### config.mk
export PLATFORM = sky130hd
export DESIGN_NAME = burst_sched
export DESIGN_NICKNAME = d
export VERILOG_FILES = /design/src/rtl/burst_sched_pkg.sv /design/src/rtl/burst_sched_dpath.sv /design/src/rtl/burst_sched_ctrl.sv /design/src/rtl/burst_sched.sv
export SDC_FILE = /design/constraint.sdc
export NUM_CORES = 1
export LEC_CHECK = 0
export BUFFER_PORTS_ARGS = -buffer_cell sky130_fd_sc_hd__buf_4
export CORE_MARGIN = 2
export CORE_UTILIZATION = 50
export DETAILED_ROUTE_END_ITERATION = 12
export GPL_TIMING_DRIVEN = 1
export PLACE_DENSITY_LB_ADDON = 0.1
export SLEW_MARGIN = 20
export SYNTH_ARGS = -nofsm -noshare
export SYNTH_HDL_FRONTEND = slang
export SYNTH_HIERARCHICAL = 1
export SYNTH_SLANG_ARGS = --single-unit
export TNS_END_PERCENT = 20
### constraint.sdc
create_clock -name clk -period 7 [get_ports clk]
set_input_delay 1.05 -clock clk [delete_from_list [all_inputs] [get_ports clk]]
set_output_delay 1.05 -clock clk [all_outputs]
set_load 0.05 [all_outputs]
### src/rtl/burst_sched_pkg.sv
package burst_sched_pkg;

  typedef enum logic [1:0] {
    ST_GAP    = 2'd0,
    ST_CHARGE = 2'd1,
    ST_XFER   = 2'd2
  } schedState_e;

  // strobes from control to datapath
  typedef struct packed {
    logic gapClr;     // restart the inter-burst tick count
    logic phaseLoad;  // load a freshly dithered phase length
  } dpCtrl_t;

endpackage

### src/rtl/burst_sched_dpath.sv
module burst_sched_dpath
  import burst_sched_pkg::*;
#(
  parameter int FAST_GAP_US  = 2600,
  parameter int SLOW_GAP_US  = 85000,
  parameter int PHASE_CYCLES = 200,
  parameter logic [15:0] LFSR_SEED = 16'hACE1
) (
  input  logic    clk,
  input  logic    rstN,
  input  logic    usTick,
  input  logic    fastMode,
  input  dpCtrl_t dpCtrl,
  output logic    gapReached,
  output logic    phaseEnd
);

  localparam int GAP_W      = $clog2(SLOW_GAP_US + 1);
  localparam int DITHER_MAX = (PHASE_CYCLES * 75) / 1000;
  localparam int SPAN       = 2 * DITHER_MAX + 1;
  localparam int PH_W       = $clog2(PHASE_CYCLES + DITHER_MAX + 1);
  localparam logic [GAP_W-1:0] FAST_LIM = GAP_W'(FAST_GAP_US);
  localparam logic [GAP_W-1:0] SLOW_LIM = GAP_W'(SLOW_GAP_US);
  localparam logic [PH_W-1:0]  MIN_LOAD = PH_W'(PHASE_CYCLES - DITHER_MAX - 1);
  localparam logic [PH_W-1:0]  MAX_LOAD = PH_W'(PHASE_CYCLES + DITHER_MAX - 1);

  logic [GAP_W-1:0] gapCnt;
  logic [GAP_W-1:0] gapLimit;
  logic [PH_W-1:0]  phaseCnt;
  logic [PH_W-1:0]  loadVal;
  logic [15:0]      lfsrQ;

  // gap counter: ticks since the last burst ended, held at the limit
  assign gapLimit   = fastMode ? FAST_LIM : SLOW_LIM;
  assign gapReached = (gapCnt >= gapLimit);

  always_ff @(posedge clk) begin
    if (!rstN) begin
      gapCnt <= '0;
    end else if (dpCtrl.gapClr) begin
      gapCnt <= '0;
    end else if (usTick && (gapCnt < gapLimit)) begin
      gapCnt <= gapCnt + 1'b1;
    end
  end

  // free-running Galois LFSR, x^16 + x^14 + x^13 + x^11 + 1
  always_ff @(posedge clk) begin
    if (!rstN) begin
      lfsrQ <= LFSR_SEED;
    end else begin
      lfsrQ <= {1'b0, lfsrQ[15:1]} ^ (lfsrQ[0] ? 16'hB400 : 16'h0000);
    end
  end

  // dithered phase length (stored as length minus one)
  generate
    if (DITHER_MAX > 0) begin : g_dither
      logic [15:0] pickRaw;
      assign pickRaw = lfsrQ % 16'(SPAN);
      assign loadVal = MIN_LOAD + PH_W'(pickRaw);
    end else begin : g_fixed
      assign loadVal = PH_W'(PHASE_CYCLES - 1);
    end
  endgenerate

  always_ff @(posedge clk) begin
    if (!rstN) begin
      phaseCnt <= '0;
    end else if (dpCtrl.phaseLoad) begin
      phaseCnt <= loadVal;
    end else if (phaseCnt != '0) begin
      phaseCnt <= phaseCnt - 1'b1;
    end
  end

  assign phaseEnd = (phaseCnt == '0);

  // every loaded phase length lies inside the dither window
  p_phase_bound_r9: assert property (@(posedge clk) disable iff (!rstN)
    dpCtrl.phaseLoad |=> (phaseCnt >= MIN_LOAD) && (phaseCnt <= MAX_LOAD));

  // without a tick or a restart the count does not move
  p_gap_hold_r2: assert property (@(posedge clk) disable iff (!rstN)
    (!usTick && !dpCtrl.gapClr) |=> $stable(gapCnt));

  // the count never runs past the longest gap
  p_gap_cap_r3: assert property (@(posedge clk) disable iff (!rstN)
    gapCnt <= SLOW_LIM);

endmodule

### src/rtl/burst_sched_ctrl.sv
module burst_sched_ctrl
  import burst_sched_pkg::*;
(
  input  logic    clk,
  input  logic    rstN,
  input  logic    outOn,
  input  logic    maybeTouch,
  input  logic    touchConfirm,
  input  logic    touchDeny,
  input  logic    burstDone,
  input  logic    inhibit,
  input  logic    gapReached,
  input  logic    phaseEnd,
  output logic    fastMode,
  output dpCtrl_t dpCtrl,
  output logic    burstStart,
  output logic    chargeEn,
  output logic    xferEn
);

  schedState_e stateQ, stateD;
  logic        suspectQ;
  logic        startQ;

  // suspicion of a touch forces fast pacing while the output is off
  always_ff @(posedge clk) begin
    if (!rstN) begin
      suspectQ <= 1'b0;
    end else if (touchDeny) begin
      suspectQ <= 1'b0;
    end else if (outOn) begin
      suspectQ <= 1'b0;
    end else if (maybeTouch || touchConfirm) begin
      suspectQ <= 1'b1;
    end
  end

  assign fastMode = outOn || suspectQ;

  always_comb begin
    stateD = stateQ;
    dpCtrl = '0;
    unique case (stateQ)
      ST_GAP: begin
        if (gapReached && !inhibit) begin
          stateD           = ST_CHARGE;
          dpCtrl.phaseLoad = 1'b1;
        end
      end
      ST_CHARGE, ST_XFER: begin
        if (burstDone) begin
          stateD        = ST_GAP;
          dpCtrl.gapClr = 1'b1;
        end else if (phaseEnd) begin
          stateD           = (stateQ == ST_CHARGE) ? ST_XFER : ST_CHARGE;
          dpCtrl.phaseLoad = 1'b1;
        end
      end
      default: stateD = ST_GAP;
    endcase
  end

  always_ff @(posedge clk) begin
    if (!rstN) begin
      stateQ <= ST_GAP;
      startQ <= 1'b0;
    end else begin
      stateQ <= stateD;
      startQ <= (stateQ == ST_GAP) && (stateD == ST_CHARGE);
    end
  end

  assign burstStart = startQ;
  assign chargeEn   = (stateQ == ST_CHARGE);
  assign xferEn     = (stateQ == ST_XFER);

  // a start needs a finished gap and no inhibit one cycle earlier
  p_start_gap_r7: assert property (@(posedge clk) disable iff (!rstN)
    burstStart |-> ($past(gapReached) && !$past(inhibit)));

  // the end strobe closes the burst at the next edge
  p_done_stops_r10: assert property (@(posedge clk) disable iff (!rstN)
    (burstDone && (chargeEn || xferEn)) |=> !(chargeEn || xferEn));

  // a finished charge phase hands over to transfer
  p_alt_r8: assert property (@(posedge clk) disable iff (!rstN)
    (chargeEn && phaseEnd && !burstDone) |=> xferEn);

  // a rejection always clears the suspicion
  p_deny_r5: assert property (@(posedge clk) disable iff (!rstN)
    touchDeny |=> !suspectQ);

endmodule

### src/rtl/burst_sched.sv
module burst_sched
  import burst_sched_pkg::*;
#(
  parameter int FAST_GAP_US  = 2600,
  parameter int SLOW_GAP_US  = 85000,
  parameter int PHASE_CYCLES = 200,
  parameter logic [15:0] LFSR_SEED = 16'hACE1
) (
  input  logic clk,
  input  logic rstN,
  input  logic outOn,
  input  logic maybeTouch,
  input  logic touchConfirm,
  input  logic touchDeny,
  input  logic burstDone,
  input  logic inhibit,
  input  logic usTick,
  output logic burstStart,
  output logic chargeEn,
  output logic xferEn
);

  dpCtrl_t dpCtrl;
  logic    fastMode;
  logic    gapReached;
  logic    phaseEnd;

  burst_sched_ctrl u_ctrl (
    .clk          (clk),
    .rstN         (rstN),
    .outOn        (outOn),
    .maybeTouch   (maybeTouch),
    .touchConfirm (touchConfirm),
    .touchDeny    (touchDeny),
    .burstDone    (burstDone),
    .inhibit      (inhibit),
    .gapReached   (gapReached),
    .phaseEnd     (phaseEnd),
    .fastMode     (fastMode),
    .dpCtrl       (dpCtrl),
    .burstStart   (burstStart),
    .chargeEn     (chargeEn),
    .xferEn       (xferEn)
  );

  burst_sched_dpath #(
    .FAST_GAP_US  (FAST_GAP_US),
    .SLOW_GAP_US  (SLOW_GAP_US),
    .PHASE_CYCLES (PHASE_CYCLES),
    .LFSR_SEED    (LFSR_SEED)
  ) u_dpath (
    .clk        (clk),
    .rstN       (rstN),
    .usTick     (usTick),
    .fastMode   (fastMode),
    .dpCtrl     (dpCtrl),
    .gapReached (gapReached),
    .phaseEnd   (phaseEnd)
  );

endmodule

==> results of run 1 <==
-- power groups by stage --
stage / combinational [mW] / sequential, mW / clock [mW]
6_report: 1.53 / 0.314 / 0.179
5_1_grt: 1.66 / 0.318 / 0.194
4_1_cts: 1.37 / 0.312 / 0.186
3_5_place_dp: 1.33 / 0.318 / 0
3_3_place_gp: 1.31 / 0.317 / 0
2_1_floorplan: 0.936 / 0.305 / 0
-- what timing repair did --
item                                    in CTS  in global routing
pin swaps                                    7                 33
setup buffers                                7                 19
endpoints found under the setup margin       2                  8
gates resized for setup                     14                 68
-- final timing paths --
kind                                         start                  end  slack, ns
worst min-delay path            u_dpath/gapCnt[15]   u_dpath/gapCnt[15]       0.51
worst max register to register   u_dpath/lfsrQ[14]  u_dpath/phaseCnt[5]      -0.03
worst min register to register  u_dpath/gapCnt[15]   u_dpath/gapCnt[15]       0.51
worst max-delay path             u_dpath/lfsrQ[14]  u_dpath/phaseCnt[5]      -0.03
-- layout make-up --
type                            count  area [µm²]  area share (%)
Clock buffer                        5        68.8            1.14
Inverter                           23        86.3            1.43
Clock inverter                      3        28.8           0.477
Timing Repair Buffer              110         873            14.5
Sequential cell                    45         911            15.1
Tap cell                          111         139            2.30
Multi-Input combinational cell    491        3930            65.1
-- logic make-up after synthesis --
logic type	Yosys count	share of synthesized area [%]
compound gates	179	31.0
xor+xnor	36	6.92
fa+ha+maj	18	4.77
buf+inv	55	5.26
flops	45	19.3
mux	17	4.56
simple gates	241	28.2
-- critical path: cells and delay by family, from the launching register on --
kind                     cells  cell delay, ns
AO/OA/AOI/OAI               12            2.03
XOR/XNOR                     3            0.45
adder cells (fa/ha/maj)      3            0.62
buffers and inverters        4            0.52
flip-flops                   1            0.36
multiplexers                 5            1.46
AND/OR/NAND/NOR              8            1.47
-- sequential cells by signal, summed over array words and instances (netlist names) --
name	cells
u_ctrl/burstStart	1
u_ctrl/stateQ	2
u_ctrl/suspectQ	1
u_dpath/gapCnt	17
u_dpath/lfsrQ	16
u_dpath/phaseCnt	8
-- per-stage QoR --
step / util (%) / hold slack (ns) / setup TNS, ns / cells / worst slack [ns]
2_1_floorplan: - / 0.470 / 0 / 591 / 0.00164
3_3_place_gp: 58.3 / 0.488 / 0 / 754 / 0.0573
3_5_place_dp: 58.3 / 0.498 / -0.267 / 754 / -0.203
4_1_cts: 60.7 / 0.515 / 0 / 769 / 0.00391
5_1_grt: 65.9 / 0.533 / -0.567 / 788 / -0.372
6_report: 65.9 / 0.514 / -0.0275 / 788 / -0.0275
-- metal layers --
metal / vias to the layer above / share of wire [%]
met5: - / 0
met1: 2330 / 46
met2: 100 / 49
met4: 0 / 1.3
li1: 2380 / -
met3: 18 / 3.1
-- cell usage after synthesis, drive strengths merged (4+ instances only) --
cell type / number
a21oi: 31
nor2b: 5
nor2: 51
ha: 17
o22ai: 6
o211a: 6
dfxtp: 45
nand2b: 9
clkbuf: 15
mux2i: 12
and3: 17
nor3: 16
xor2: 15
or2: 4
o31ai: 5
buf: 17
o211ai: 12
a311oi: 5
nand2: 55
o2111ai: 6
o21a: 9
or3: 6
mux2: 5
a211oi: 11
o32ai: 4
a22oi: 4
nor4b: 6
nor3b: 5
xnor2: 21
nand4: 5
nand3: 29
a21o: 7
and2: 16
inv: 23
a211o: 6
nor4: 5
a31oi: 11
o21ai: 20
==> results.txt, run 1 <==
----------------------------------------------------
[Worst hold path]
  Worst hold stages ... 2
  Worst hold path type ... register to register

[Worst setup path]
  Endpoint type of the worst setup path ... register
  Startpoint types ... register
  Most common cell on crit path ... ha_2
  Startpoint-to-endpoint class of the critical path ... register to register
  Delay of the slowest cell on the worst path ... 0.37 ns
  Slowest CP cell ... mux2_4
  Required time of the critical path ... 7.19 ns
  Worst-path fanout max ... 4
  CP Data Arrival Time ... 7.22 ns
  Number of cells on the worst reg-to-reg path ... 35

[CTS]
  Clock-pin transition on the worst setup and hold timing paths ... 0.10 ns
  Clock tree root driver cell ... clkbuf_8
  Number of buffers created by CTS ... 5
  Sinks on the clock net ... 45
  # hold bufs at CTS ... 0
  Clock tree from TritonCTS ... built
  Maximum count of clock buffers along a single path ... 2
  Clk Latency, worst-skew pair ... around 0.31 ns
  H-tree levels ... 2

[Finish]
  Final antenna diode count ... 0
  Post-route cell area ... 6040 µm²
  Filler cell count in the final layout ... between 700 and 800
  Ratio of cells with drive above 1 in the final layout ... between 30% and 40%
  Number of nets in the layout ... about 700
  Area growth from synthesis to layout ... 29.4%
  Highest-count cells in the layout ignoring fill and taps ... buf_4, nand2_1, nor2_1
  Most common cell after layout, fill and taps aside ... buf_4

[Global route]
  Global routing met2 resource utilization ... ~40%
  Number of global-route vias before repair ... 4416
  Total overflow reported by the global router ... 0
  Wire length of the first global-routing pass ... 20200 µm
  Pin count of the biggest net entering global routing ... 29
  Met1 Usage GRT ... 32.4%
  Most used routing layer in global routing ... met2
  Number of antenna violations at the first check in global routing ... 0
  Met3 track demand over resource in global routing ... 2.57%
  Total routing resource utilization after global routing ... 23.8%

[Synthesis]
  Most area-hungry cell type in the Yosys netlist ... dfxtp_1
  Avg Cell Area, Syn ... 7.89 µm²
  Unique masters post-synth ... 107
  Number of enable flip-flop cells after synthesis ... 0
  Gate count after technology mapping ... 591
  Most used flip-flop cell after synthesis ... dfxtp_1
  Area share of the largest cell type after synthesis ... 19.3%
  Yosys synthesis warning count ... 6
  Share of synthesized registers carrying an async set or reset ... 0%
  Post-Synthesis Net Count ... 617
  Cell area after technology mapping ... 4660 µm²
  Ranking of synthesized cells by area ... dfxtp_1, ha_1, nand2_1
  #FFs+latches synth ... 45
  Sequential share of the synthesized area ... 19.3%

[Drt]
  Average via count per standard cell ... 6.13
  Detailed-routing iteration count for the pre-antenna-repair pass ... 5
  Initial DRC Count ... 201
  Wire length per cell after detailed routing ... 16.3 µm
  Drc violations ... 0
  Via total after detailed routing ... about 4800
  Detailed Route WL ... ~13000 µm
  Count of antenna-violating nets left after detailed routing ... 0

[STA]
  Setup WS post-layout ... -0.0275 ns
  Crit share post-route ... 100%
  RSZ-0062 raised after global routing ... yes
  Final Skew ... 0.0128 ns
  Number of max-slew violations in the final report ... 0
  Shortest period the worst path allows ... 7.03 ns
  Rel. slew slack ... 48.8%
  Fmax ... 142 MHz
  Final number of hold-violating endpoints ... 0
  # setup viols final ... 1
  Slew at the pin closest to its max-slew limit ... about 0.76 ns

[Floorplanning]
  Floorplan die area ... 10100 µm²
  Placeable core region ... ~9200 µm²
  Std cell rows ... 35
  I/O pin total ... 12
  Starting Density ... 51.0%
  Chip height ... a little over 100 µm
  Die X ... 101 µm

[Placed design]
  Port buffer count ... 11
  Detailed placement HPWL ... a little under 9000 µm
  Dpl cell area ... 5330 µm²
  Routability-driven placement congestion ratio ... 0.904

[Power and ir drop]
  Max VDD drop ... 0.331 mV
  Static leakage power ... 2.39 nW
  Share of total power consumed by net switching ... 46.1%
  PD cells ... 335 nW/µm²
  Sequential share of power ... 15.5%
  Switching Power ... 0.933 mW
  Internal power component ... 1.09 mW
  Combinational share of power ... 75.6%
  Portion of total power attributed to the clock network ... 8.8%
  Final Power ... 2.02 mW

[Outcome]
  Status ... finished with violations
  Failing checks ... negative setup slack

[Run]
  MaxCap Viol Count ... 0

----------------------------------------------------
Power figures use the tool's default switching activity.
==> run 2: changes to the inputs <==
- CAP_MARGIN: unset -> 30
- CORE_UTILIZATION: 50 -> 40
==> run 2 against run 1 <==
Net effect: the run now ends clean; register-to-register slack gained 0.03 ns; utilization shrank 12 points; critical path depth shrank 1; clock skew shrank 0.0076 ns; non-clock buffer count grew 7; sequential share of layout area shrank 0.17 points; clock power grew 31%; global-route usage shrank 4.0 points; fmax grew 0.47%; first-iteration DRC count grew 20%; critical path type unchanged; critical endpoint unchanged; largest power group unchanged.
==> results.txt, run 2 (synthesis results as in run 1) <==
----------------------------------------------------
[Drt]
  Count of antenna-violating nets left after detailed routing ... 0 (unchanged)
  Average via count per standard cell ... 5.85 (-4.6%)
  Drc violations ... 0 (unchanged)
  Wire length per cell after detailed routing ... 15.5 µm (-4.5%)
  Via total after detailed routing ... 4835 (+0.14%)
  Detailed-routing iteration count for the pre-antenna-repair pass ... 4 (-1)
  Detailed Route WL ... 12800 µm (+0.23%)
  Initial DRC Count ... 241 (+20%)

[STA]
  Slew at the pin closest to its max-slew limit ... 0.716 ns (-0.0464 ns)
  Final number of hold-violating endpoints ... 0 (unchanged)
  Shortest period the worst path allows ... 6.99 ns (-0.0327 ns)
  Fmax ... 143 MHz (+0.47%)
  RSZ-0062 raised after global routing ... yes
  Crit share post-route ... 99.9% (-0.47 points)
  # setup viols final ... 0 (-1)
  Rel. slew slack ... 52.3% (+3.5 points)
  Number of max-slew violations in the final report ... 0 (unchanged)
  Final Skew ... 0.00527 ns (-0.00756 ns)

[Global route]
  Total routing resource utilization after global routing ... 19.8% (-4.0 points)
  Global routing met2 resource utilization ... 34.1% (-6.1 points)
  Met1 Usage GRT ... 25.8% (-6.6 points)
  Total overflow reported by the global router ... 0 (unchanged)
  Met3 track demand over resource in global routing ... 2.78% (+0.21 points)
  Number of global-route vias before repair ... 4532 (+2.6%)
  Most used routing layer in global routing ... met2
  Pin count of the biggest net entering global routing ... 29 (unchanged)
  Wire length of the first global-routing pass ... 21000 µm (+4.1%)
  Number of antenna violations at the first check in global routing ... 0 (unchanged)

[Power and ir drop]
  Static leakage power ... 2.42 nW (+1.2%)
  Final Power ... 2.07 mW (+2.6%)
  Max VDD drop ... 0.236 mV (-29%)
  PD cells ... 339 nW/µm² (+1.1%)

[Worst setup path]
  Reg-to-Reg End ... u_dpath/phaseCnt[5]
  Register-to-register setup slack ... 0.005 ns (+0.03 ns)
  Endpoint type of the worst setup path ... register
  Number of cells on the worst reg-to-reg path ... 34 (-2.9%)
  Critical path endpoint ... u_dpath/phaseCnt[5]
  Startpoint types ... register
  Startpoint-to-endpoint class of the critical path ... register to register
  CP Data Arrival Time ... 7.17 ns (-0.05 ns)
  Launch point of the worst path ... u_dpath/lfsrQ[11]
  Slowest CP cell ... mux2_4
  Worst reg2reg path startpoint ... u_dpath/lfsrQ[11]
  Required time of the critical path ... 7.18 ns (about the same)
  Worst-path fanout max ... 5 (+1)
  Delay of the slowest cell on the worst path ... 0.37 ns (about the same)

[CTS]
  Clk Latency, worst-skew pair ... 0.29 ns (-0.02 ns)
  Clock tree from TritonCTS ... built
  Clock-pin transition on the worst setup and hold timing paths ... 0.06 ns (-0.04 ns)
  Maximum count of clock buffers along a single path ... 2 (unchanged)
  Clock tree root driver cell ... clkbuf_16
  Sinks on the clock net ... 45 (unchanged)
  Number of buffers created by CTS ... 5 (unchanged)
  # hold bufs at CTS ... 0 (unchanged)
  H-tree levels ... 2 (unchanged)

[Finish]
  Sequential cell area ... 913 µm² (+0.27%)
  Area growth from synthesis to layout ... 31.3%
  Core utilization of the finished layout ... 53.6% (-12 points)
  Largest Register ... u_dpath/gapCnt
  Registers with the most flip-flops ... u_dpath/gapCnt: 17 flops, u_dpath/lfsrQ: 16 flops, u_dpath/phaseCnt: 8 flops
  Area used by multi-input combinational logic ... 3890 µm² (-0.99%)
  Max FFs per register ... 17 (unchanged)
  Final antenna diode count ... 0 (unchanged)
  Post-route cell area ... 6120 µm² (+1.5%)
  Number of nets in the layout ... 709 (+1.0%)
  Most common cell after layout, fill and taps aside ... buf_4
  Ratio of cells with drive above 1 in the final layout ... 34.4% (-0.50 points)
  Filler cell count in the final layout ... 1096 (+44%)
  Highest-count cells in the layout ignoring fill and taps ... buf_4, nand2_1, nor2_1

[Floorplanning]
  Die X ... 112 µm (+11%)
  Placeable core region ... 11400 µm² (+25%)
  Floorplan die area ... 12500 µm² (+24%)
  Starting Density ... 40.9% (-10 points)
  Chip height ... 112 µm (+11%)
  I/O pin total ... 12 (unchanged)
  Std cell rows ... 39 (+11%)

[Placed design]
  Port buffer count ... 11 (unchanged)
  Dpl cell area ... 5500 µm² (+3.1%)
  Detailed placement HPWL ... 9550 µm (+7.4%)
  Routability-driven placement congestion ratio ... 0.892 (-1.3%)

[Run]
  MaxCap Viol Count ... 0 (unchanged)

[Outcome]
  Status ... complete, no violations

[Worst hold path]
  Worst hold path type ... register to register

----------------------------------------------------
run 2: cell count changes in the layout (fill, tap and decap cells not counted), sizes merged:
cell	before	now
buf	110	117
clkbuf	5	7
clkinvlp	0	1
inv	26	23
run 2: worst min-delay path by stage:
stage,startpoint,endpoint,cells after the start
final,u_dpath/gapCnt[15],u_dpath/gapCnt[15],2
after global routing,u_dpath/gapCnt[15],u_dpath/gapCnt[15],2
after CTS,u_dpath/gapCnt[15],u_dpath/gapCnt[15],2
after detailed placement,u_dpath/gapCnt[15],u_dpath/gapCnt[15],2
after global placement,u_dpath/gapCnt[15],u_dpath/gapCnt[15],2
after floorplan,u_dpath/gapCnt[10],u_dpath/gapCnt[10],2
run 2: power breakdown:
part           internal, mW  total [mW]  switching [mW]
Sequential            0.284       0.314          0.0299
Clock                 0.133       0.234           0.101
Combinational         0.740        1.53           0.787
run 2: critical path: cells and delay by family, from the launching register on:
kind | cells | cell delay [ns]
buffers and inverters | 4 | 0.56
AO/OA/AOI/OAI | 14 | 2.81
AND/OR/NAND/NOR | 7 | 1.06
multiplexers | 4 | 1.22
adder cells (fa/ha/maj) | 3 | 0.59
XOR/XNOR | 2 | 0.30
flip-flops | 1 | 0.36
run 2: area by class of cell:
cell class                      instances  share of cell area, %
Inverter                               23                   1.41
Tap cell                              143                   2.92
Clock buffer                            7                   2.17
Multi-Input combinational cell        491                   63.5
Timing Repair Buffer                  117                   14.9
Sequential cell                        45                   14.9
Clock inverter                          1                  0.123
run 2: per-stage QoR:
stage                     TNS, ns  hold slack (ns)  setup WS, ns  instances
after floorplan                 0            0.470       0.00164        591
after global placement    -0.0495            0.487       -0.0495        803
after detailed placement   -0.437            0.503        -0.282        803
after CTS                       0            0.512      0.000456        815
after global routing       -0.818            0.522        -0.360        827
final                           0            0.511       0.00522        827
run 2: layer usage:
layer  vias up  part of all wire, %  routed length, µm
li1       2392                    -                  -
met1      2360                   48               6100
met2        62                   48               6190
met3        21                  2.1                271
met4         0                  2.2                280
met5         -                    0                  0
run 2: repair_timing:
item,in CTS,in global routing
gates cloned,0,0
setup buffers,4,12
gates resized for setup,22,54
pin swaps,9,36
endpoints found under the setup margin,2,8
